## config.mk

```make
export PLATFORM = sky130hd
export DESIGN_NAME = inorder_retire_buf
export DESIGN_NICKNAME = d
export VERILOG_FILES = /design/src/rtl/irb_pkg.sv /design/src/rtl/irb_ring.sv /design/src/rtl/irb_map.sv /design/src/rtl/irb_archfile.sv /design/src/rtl/irb_operand.sv /design/src/rtl/inorder_retire_buf.sv
export SDC_FILE = /design/constraint.sdc
export NUM_CORES = 2
export LEC_CHECK = 0
export BUFFER_PORTS_ARGS = -buffer_cell sky130_fd_sc_hd__buf_2
export CELL_PAD_IN_SITES_DETAIL_PLACEMENT = 0
export CELL_PAD_IN_SITES_GLOBAL_PLACEMENT = 1
export CORE_MARGIN = 2
export CORE_UTILIZATION = 58
export CTS_CLUSTER_DIAMETER = 40
export CTS_CLUSTER_SIZE = 12
export DETAILED_ROUTE_END_ITERATION = 6
export PLACE_DENSITY_LB_ADDON = 0.1
export SKIP_LAST_GASP = 1
export SYNTH_ARGS = -nofsm -noshare
export SYNTH_HDL_FRONTEND = slang
export SYNTH_SLANG_ARGS = --single-unit
export TNS_END_PERCENT = 5
```

## constraint.sdc

```tcl
create_clock -name clk -period 9.4 [get_ports clk]
set_input_delay 1.41 -clock clk [delete_from_list [all_inputs] [get_ports clk]]
set_output_delay 1.41 -clock clk [all_outputs]
set_load 0.005 [all_outputs]
```

## src/rtl/irb_pkg.sv

```systemverilog
package irb_pkg;
  // Action taken by the head slot in the current cycle.
  typedef enum logic [1:0] {
    HD_IDLE   = 2'd0,
    HD_RETIRE = 2'd1,
    HD_FAULT  = 2'd2
  } head_act_e;
endpackage

```

## src/rtl/irb_ring.sv

```systemverilog
module irb_ring
  import irb_pkg::*;
#(
  parameter int DEPTH = 16,
  parameter int DW    = 32,
  parameter int PCW   = 32,
  parameter int RW    = 4,
  parameter int NRD   = 2,
  localparam int IW   = $clog2(DEPTH),
  localparam int CW   = $clog2(DEPTH + 1)
) (
  input  logic            clk,
  input  logic            rst,
  input  logic            alloc_go,
  input  logic            alloc_has_dst,
  input  logic [RW-1:0]   alloc_dst,
  input  logic [PCW-1:0]  alloc_pc,
  input  logic            cmp_valid,
  input  logic [IW-1:0]   cmp_tag,
  input  logic [DW-1:0]   cmp_value,
  input  logic            cmp_fault,
  input  logic [NRD*IW-1:0] rd_tag,
  output logic [NRD-1:0]  rd_done,
  output logic [NRD*DW-1:0] rd_value,
  output logic [IW-1:0]   head,
  output logic [IW-1:0]   tail,
  output logic [CW-1:0]   cnt,
  output logic            full,
  output head_act_e       act,
  output logic            head_has_dst,
  output logic [RW-1:0]   head_dst,
  output logic [DW-1:0]   head_value,
  output logic [PCW-1:0]  head_pc
);

  // Control state with reset.
  logic [DEPTH-1:0] occ;
  logic [DEPTH-1:0] done;

  // Payload storage without reset (RAM style).
  logic [RW-1:0]  dst_mem   [DEPTH];
  logic           wr_mem    [DEPTH];
  logic [PCW-1:0] pc_mem    [DEPTH];
  logic [DW-1:0]  val_mem   [DEPTH];
  logic           fault_mem [DEPTH];

  function automatic logic [IW-1:0] step(input logic [IW-1:0] p);
    return (p == IW'(DEPTH - 1)) ? '0 : p + 1'b1;
  endfunction

  logic cmp_hit;
  assign cmp_hit = cmp_valid && occ[cmp_tag];
  assign full    = (cnt == CW'(DEPTH));

  always_comb begin
    act = HD_IDLE;
    if (cnt != '0 && done[head])
      act = fault_mem[head] ? HD_FAULT : HD_RETIRE;
  end

  assign head_has_dst = wr_mem[head];
  assign head_dst     = dst_mem[head];
  assign head_value   = val_mem[head];
  assign head_pc      = pc_mem[head];

  always_ff @(posedge clk) begin
    if (rst) begin
      head <= '0;
      tail <= '0;
      cnt  <= '0;
      occ  <= '0;
      done <= '0;
    end else if (act == HD_FAULT) begin
      occ  <= '0;
      done <= '0;
      tail <= head;
      cnt  <= '0;
    end else begin
      if (alloc_go) begin
        occ[tail]  <= 1'b1;
        done[tail] <= 1'b0;
        tail       <= step(tail);
      end
      if (cmp_hit)
        done[cmp_tag] <= 1'b1;
      if (act == HD_RETIRE) begin
        occ[head] <= 1'b0;
        head      <= step(head);
      end
      cnt <= cnt + CW'(alloc_go) - CW'(act == HD_RETIRE);
    end
  end

  always_ff @(posedge clk) begin
    if (alloc_go) begin
      dst_mem[tail] <= alloc_dst;
      wr_mem[tail]  <= alloc_has_dst;
      pc_mem[tail]  <= alloc_pc;
    end
  end

  always_ff @(posedge clk) begin
    if (cmp_hit) begin
      val_mem[cmp_tag]   <= cmp_value;
      fault_mem[cmp_tag] <= cmp_fault;
    end
  end

  for (genvar g = 0; g < NRD; g++) begin : g_rd
    logic [IW-1:0] t;
    assign t                   = rd_tag[g*IW +: IW];
    assign rd_done[g]          = occ[t] && done[t];
    assign rd_value[g*DW +: DW] = val_mem[t];
  end

endmodule

```

## src/rtl/irb_map.sv

```systemverilog
module irb_map #(
  parameter int NREG  = 16,
  parameter int DEPTH = 16,
  parameter int NRD   = 2,
  localparam int RW   = $clog2(NREG),
  localparam int IW   = $clog2(DEPTH)
) (
  input  logic              clk,
  input  logic              rst,
  input  logic              flush,
  input  logic              set_go,
  input  logic [RW-1:0]     set_reg,
  input  logic [IW-1:0]     set_tag,
  input  logic              clr_go,
  input  logic [RW-1:0]     clr_reg,
  input  logic [IW-1:0]     clr_tag,
  input  logic [NRD*RW-1:0] rd_reg,
  output logic [NRD-1:0]    rd_pend,
  output logic [NRD*IW-1:0] rd_tag
);

  logic [NREG-1:0] pend;
  logic [IW-1:0]   tag_mem [NREG];

  always_ff @(posedge clk) begin
    if (rst || flush) begin
      pend <= '0;
    end else begin
      if (clr_go && pend[clr_reg] && tag_mem[clr_reg] == clr_tag)
        pend[clr_reg] <= 1'b0;
      if (set_go)
        pend[set_reg] <= 1'b1;
    end
  end

  always_ff @(posedge clk) begin
    if (set_go)
      tag_mem[set_reg] <= set_tag;
  end

  for (genvar g = 0; g < NRD; g++) begin : g_rd
    logic [RW-1:0] r;
    assign r                  = rd_reg[g*RW +: RW];
    assign rd_pend[g]         = pend[r];
    assign rd_tag[g*IW +: IW] = pend[r] ? tag_mem[r] : '0;
  end

endmodule

```

## src/rtl/irb_archfile.sv

```systemverilog
module irb_archfile #(
  parameter int NREG  = 16,
  parameter int DW    = 32,
  parameter int NRD   = 2,
  localparam int RW   = $clog2(NREG)
) (
  input  logic              clk,
  input  logic              rst,
  input  logic              wr_go,
  input  logic [RW-1:0]     wr_reg,
  input  logic [DW-1:0]     wr_value,
  input  logic [NRD*RW-1:0] rd_reg,
  output logic [NRD*DW-1:0] rd_value
);

  logic [DW-1:0] regs [NREG];

  always_ff @(posedge clk) begin
    if (rst) begin
      for (int i = 0; i < NREG; i++) regs[i] <= '0;
    end else if (wr_go) begin
      regs[wr_reg] <= wr_value;
    end
  end

  for (genvar g = 0; g < NRD; g++) begin : g_rd
    assign rd_value[g*DW +: DW] = regs[rd_reg[g*RW +: RW]];
  end

endmodule

```

## src/rtl/irb_operand.sv

```systemverilog
module irb_operand #(
  parameter int DW = 32,
  parameter int IW = 4
) (
  input  logic          pend,
  input  logic [IW-1:0] tag,
  input  logic          slot_done,
  input  logic [DW-1:0] slot_value,
  input  logic [DW-1:0] arch_value,
  input  logic          cmp_valid,
  input  logic [IW-1:0] cmp_tag,
  input  logic [DW-1:0] cmp_value,
  output logic          ready,
  output logic [DW-1:0] value,
  output logic [IW-1:0] wait_tag
);

  always_comb begin
    ready    = 1'b1;
    value    = arch_value;
    wait_tag = '0;
    if (pend) begin
      wait_tag = tag;
      if (slot_done) begin
        value = slot_value;
      end else if (cmp_valid && cmp_tag == tag) begin
        value = cmp_value;
      end else begin
        ready = 1'b0;
        value = '0;
      end
    end
  end

endmodule

```

## src/rtl/inorder_retire_buf.sv

```systemverilog
module inorder_retire_buf
  import irb_pkg::*;
#(
  parameter int DEPTH = 16,
  parameter int NREG  = 16,
  parameter int DW    = 32,
  parameter int PCW   = 32,
  parameter int NSRC  = 2,
  localparam int IW   = $clog2(DEPTH),
  localparam int RW   = $clog2(NREG),
  localparam int CW   = $clog2(DEPTH + 1)
) (
  input  logic               clk,
  input  logic               rst,
  input  logic               dec_valid,
  input  logic               dec_has_dst,
  input  logic [RW-1:0]      dec_dst,
  input  logic [PCW-1:0]     dec_pc,
  input  logic [NSRC*RW-1:0] dec_src,
  output logic               dec_ready,
  output logic [IW-1:0]      dec_tag,
  output logic [NSRC-1:0]    src_ready,
  output logic [NSRC*DW-1:0] src_value,
  output logic [NSRC*IW-1:0] src_tag,
  input  logic               cmp_valid,
  input  logic [IW-1:0]      cmp_tag,
  input  logic [DW-1:0]      cmp_value,
  input  logic               cmp_fault,
  output logic               ret_valid,
  output logic               ret_wr,
  output logic [RW-1:0]      ret_dst,
  output logic [DW-1:0]      ret_value,
  output logic               flush_valid,
  output logic [PCW-1:0]     flush_pc
);

  logic [IW-1:0]      head_q, tail_q;
  logic [CW-1:0]      cnt_q;
  logic               full;
  head_act_e          act;
  logic               hd_wr;
  logic [RW-1:0]      hd_dst;
  logic [DW-1:0]      hd_value;
  logic [PCW-1:0]     hd_pc;
  logic               alloc_go;
  logic               retire_go;
  logic               fault_go;
  logic [NSRC-1:0]    map_pend;
  logic [NSRC*IW-1:0] map_tag;
  logic [NSRC-1:0]    slot_done;
  logic [NSRC*DW-1:0] slot_value;
  logic [NSRC*DW-1:0] arch_value;

  assign dec_ready = !full;
  assign dec_tag   = tail_q;
  assign alloc_go  = dec_valid && !full;
  assign retire_go = (act == HD_RETIRE);
  assign fault_go  = (act == HD_FAULT);

  irb_ring #(
    .DEPTH(DEPTH), .DW(DW), .PCW(PCW), .RW(RW), .NRD(NSRC)
  ) u_ring (
    .clk(clk), .rst(rst),
    .alloc_go(alloc_go), .alloc_has_dst(dec_has_dst),
    .alloc_dst(dec_dst), .alloc_pc(dec_pc),
    .cmp_valid(cmp_valid), .cmp_tag(cmp_tag),
    .cmp_value(cmp_value), .cmp_fault(cmp_fault),
    .rd_tag(map_tag), .rd_done(slot_done), .rd_value(slot_value),
    .head(head_q), .tail(tail_q), .cnt(cnt_q), .full(full), .act(act),
    .head_has_dst(hd_wr), .head_dst(hd_dst),
    .head_value(hd_value), .head_pc(hd_pc)
  );

  irb_map #(
    .NREG(NREG), .DEPTH(DEPTH), .NRD(NSRC)
  ) u_map (
    .clk(clk), .rst(rst), .flush(fault_go),
    .set_go(alloc_go && dec_has_dst), .set_reg(dec_dst), .set_tag(tail_q),
    .clr_go(retire_go && hd_wr), .clr_reg(hd_dst), .clr_tag(head_q),
    .rd_reg(dec_src), .rd_pend(map_pend), .rd_tag(map_tag)
  );

  irb_archfile #(
    .NREG(NREG), .DW(DW), .NRD(NSRC)
  ) u_arch (
    .clk(clk), .rst(rst),
    .wr_go(retire_go && hd_wr), .wr_reg(hd_dst), .wr_value(hd_value),
    .rd_reg(dec_src), .rd_value(arch_value)
  );

  for (genvar g = 0; g < NSRC; g++) begin : g_src
    irb_operand #(.DW(DW), .IW(IW)) u_op (
      .pend(map_pend[g]),
      .tag(map_tag[g*IW +: IW]),
      .slot_done(slot_done[g]),
      .slot_value(slot_value[g*DW +: DW]),
      .arch_value(arch_value[g*DW +: DW]),
      .cmp_valid(cmp_valid),
      .cmp_tag(cmp_tag),
      .cmp_value(cmp_value),
      .ready(src_ready[g]),
      .value(src_value[g*DW +: DW]),
      .wait_tag(src_tag[g*IW +: IW])
    );
  end

  always_ff @(posedge clk) begin
    if (rst) begin
      ret_valid   <= 1'b0;
      ret_wr      <= 1'b0;
      ret_dst     <= '0;
      ret_value   <= '0;
      flush_valid <= 1'b0;
      flush_pc    <= '0;
    end else begin
      ret_valid   <= retire_go;
      ret_wr      <= retire_go && hd_wr;
      flush_valid <= fault_go;
      if (retire_go) begin
        ret_dst   <= hd_dst;
        ret_value <= hd_value;
      end
      if (fault_go)
        flush_pc <= hd_pc;
    end
  end

endmodule

```

==> impl_summary.log <==
INFO  metric critical_path.max_fanout = 74
INFO  metric startpoint_type = input port
INFO  metric number_of_library_cell_types_mapped_by_synthesis = 64
INFO  metric critPathKind = in -> out
INFO  metric timing.critical_path.arrival = 6.55 ns
INFO  metric top_level_ports = 236
INFO  metric floorplan.core_area = 149,600 um2
INFO  metric post_synth.cell_area_avg = 15.41 um2
INFO  metric timing.max_slew.rel_slack = 13.86%
INFO  metric ir_drop = 0.2403 mV
INFO  metric ys_warn_count = 0
INFO  metric pre_cts_ws = 1.747 ns
INFO  metric final.setup.worst_slack = 1.437 ns
INFO  metric post_synth_main_area_contributors = edfxtp_1 (58%), mux4_2 (19%), nor2_1 (4.4%)
INFO  metric drt_iter0_drc = 7,954
INFO  metric clkLatencyLatePin = 0.90 ns
INFO  metric rsz0062_at_grt = no
INFO  metric die-height = 391.7 um
INFO  metric die_area = 153,500 um2
INFO  metric post_drt_wl_per_cell = 34.51 um
INFO  metric synth_enable_flop_cells = 1,696
INFO  metric asyncSetResetFlopFracSynth = 0%
INFO  metric cts.clk_slew.worst_paths = 0.05 ns
INFO  metric numClockSinks = 1,832
INFO  metric area_growth_syn_to_layout = 14.19%
INFO  metric maxClockFrequency = 125.6 MHz
INFO  metric slew_of_the_pin_with_the_lowest_slew_margin = 1.282 ns
INFO  metric layout_min_cycle_time = 7.963 ns
INFO  metric effective_utilization_at_floorplan = 58.29%
INFO  metric ys_ff_latch = 1,832
INFO  metric finalClockSkew = 0.04319 ns
INFO  metric hold_buf_count_cts = 0
INFO  metric antenna_found_initial = 21
INFO  metric drv_slew = 0
INFO  metric p_per_area = 206.7 nW/um2
INFO  metric cts_inserted_buffers = 277
INFO  metric design_power = 20.58 mW
INFO  metric htree_levels = 5
INFO  metric dominantRegCellSynth = edfxtp_1
INFO  metric finalHoldViolCount = 0
INFO  metric grt.overflow.total = 0
INFO  metric vias_in_the_first_global_route = 57,050
INFO  metric netlist.area_leader.share = 58.41%
INFO  metric placement.cell_area = 90,530 um2
INFO  metric placement_rows = 142
INFO  metric tritoncts = yes
INFO  metric synth_area_leader_cell = edfxtp_1
INFO  metric cts_root_buf = clkbuf_16
INFO  metric power.static_leakage = 32.27 nW
INFO  metric totalWireLength = 277,700 um
INFO  metric finalSetupViolCount = 0
INFO  metric cts.repair_timing.setup_buffer_count = 0
INFO  metric drcViolationCount = 0
INFO  metric grt_first_pass_wirelength = 396,200 um
INFO  metric syn-cell-area = 87,200 um2
INFO  metric die_x = 391.7 um
INFO  metric gp_routability_congestion = 0.9386
INFO  metric drt_first_pass_iters = 6
INFO  metric io_buffers = 235
INFO  metric finish.net_count = 5,924
INFO  metric final_layout_size_suffix_gt1_share = 28.11%
INFO  metric grt_max_degree = 183
INFO  metric max_cap_check_violation_count = 0
INFO  metric max-clock-path-buffers = 4
INFO  metric drtAntennaViolNets = 0
INFO  metric run_status = finished clean
INFO  metric critPathRequiredTime = 7.99 ns
INFO  metric grt_usage = 36.34%
INFO  metric post_route_setup_tns = 0 ns
INFO  metric layout.cells.most_common_list = edfxtp_1 (1,696), nor2_1 (1,001), mux4_2 (717)
INFO  metric postSynthCellCount = 5,657
INFO  metric hold_path.class = reg -> reg
INFO  metric via_count = 57,500
INFO  metric seq_area_frac_synth = 61.53%
INFO  metric detailed_place_hpwl = 154,200 um
INFO  metric avgViaCountPerCell = 7.145
INFO  metric most_common_library_cell_in_the_layout_ignoring_fill_and_taps = edfxtp_1
INFO  metric final_min_period_over_clock_period = 84.71%
INFO  metric setup.worst_path.end_class = output pin
INFO  metric cts-resized-gates = 0
INFO  metric synthesis.nets = 5,758
INFO  metric hold_slack = 0.4769 ns
INFO  metric stdcell_area = 99,570 um2
==> stage by stage <==
stage	std cells	utilization [%]
6_report	8048	66.56
5_1_grt	8040	66.54
4_1_cts	8035	66.54
3_5_place_dp	7560	60.52
3_3_place_gp	7560	60.52
2_1_floorplan	5657	-
==> layer usage <==
layer,up-vias,wire length (um),GRT usage (%)
met5,-,137,0
met4,22,13880,17.34
met3,715,32370,8.579
met2,4066,131300,56.74
met1,29470,100000,48.68
li1,23230,-,-
==> worst max-delay path, cell delays in order <==
cell	delay, ns
buf_8	0.52
mux4_2	0.36
mux2i_1	0.13
mux2i_4	0.28
buf_4	0.75
buf_4	1.03
o221ai_1	0.21
o31a_1	0.17
o22ai_1	0.17
o21bai_1	0.14
a31oi_1	0.91
buf_2	0.27
==> layout make-up <==
cell class | instances | area (um2)
Antenna cell | 13 | 32.53
Multi-Input combinational cell | 3274 | 31650
Tap cell | 2016 | 2522
Clock inverter | 139 | 1597
Inverter | 38 | 152.6
Timing Repair Buffer | 400 | 2530
Fill cell | 10460 | 50030
Clock buffer | 336 | 7405
Sequential cell | 1832 | 53680
==> logic make-up after synthesis <==
family	share of synthesized area [%]
buffers and inverters	2.561
muxes	21.79
xor gates and xnor gates	0.1607
DFF	61.53
AOI/OAI and AO/OA	7.476
adders and majority gates	0.2238
and+or+nand+nor	6.265
==> report_power, final <==
| part | leakage (nW) | internal [mW] | switching (mW) |
|---|---|---|---|
| sequential | 17.1 | 9.06 | 0.0619 |
| combinational | 10.8 | 0.491 | 0.878 |
| clock | 4.38 | 6.39 | 3.70 |
| total | 32.3 | 15.9 | 4.64 |
==> synth_stat cells (6+ instances only) <==
cell type and instances:
a21oi_1 73, a221oi_1 8, a22oi_1 19, a311oi_1 14, a31oi_1 73, and2_1 11
buf_1 75, buf_2 48, buf_4 6, buf_6 11, clkbuf_1 373, dfxtp_1 136
edfxtp_1 1696, ha_1 14, inv_1 34, mux2_2 44, mux2i_1 225, mux4_2 720
nand2_1 142, nand2b_1 23, nand3_1 90, nand3b_1 12, nand4_1 8, nor2_1 1015
nor3_1 17, nor4_1 6, o211ai_1 10, o21ai_0 160, o21ai_1 34, o21bai_1 33
o221a_2 16, o221ai_1 256, o22ai_1 65, o31a_1 128, xnor2_1 11
==> registers in the layout (all words and copies together), names as in the netlist, named ones only <==
name              flops
u_ring.wr_mem        16
u_map.tag_mem        64
u_ring.cnt            5
u_ring.fault_mem     16
flush_valid           1
u_ring.val_mem      512
u_ring.occ           16
u_ring.pc_mem       512
ret_wr                1
u_ring.dst_mem       64
u_ring.done          16
u_ring.head           4
u_map.pend           16
ret_valid             1
ret_value            32
u_ring.tail           4
ret_dst               4
u_arch.regs         512
flush_pc             32
==> path summary, 6_finish.rpt <==
path	start	end	slack [ns]	cells past startpoint
hold / removal	ret_value[11]$_SDFFE_PP0N_	ret_value[11]$_SDFFE_PP0N_	0.48	2
setup / recovery	dec_src[0]	src_value[6]	1.44	12
setup reg to reg	u_ring.head[0]$_SDFFE_PP0P_	u_arch.regs[11][22]$_SDFFCE_PN0P_	3.74	11
hold reg to reg	ret_value[11]$_SDFFE_PP0N_	ret_value[11]$_SDFFE_PP0N_	0.48	2
No activity file was read; power rests on OpenSTA's default activity.
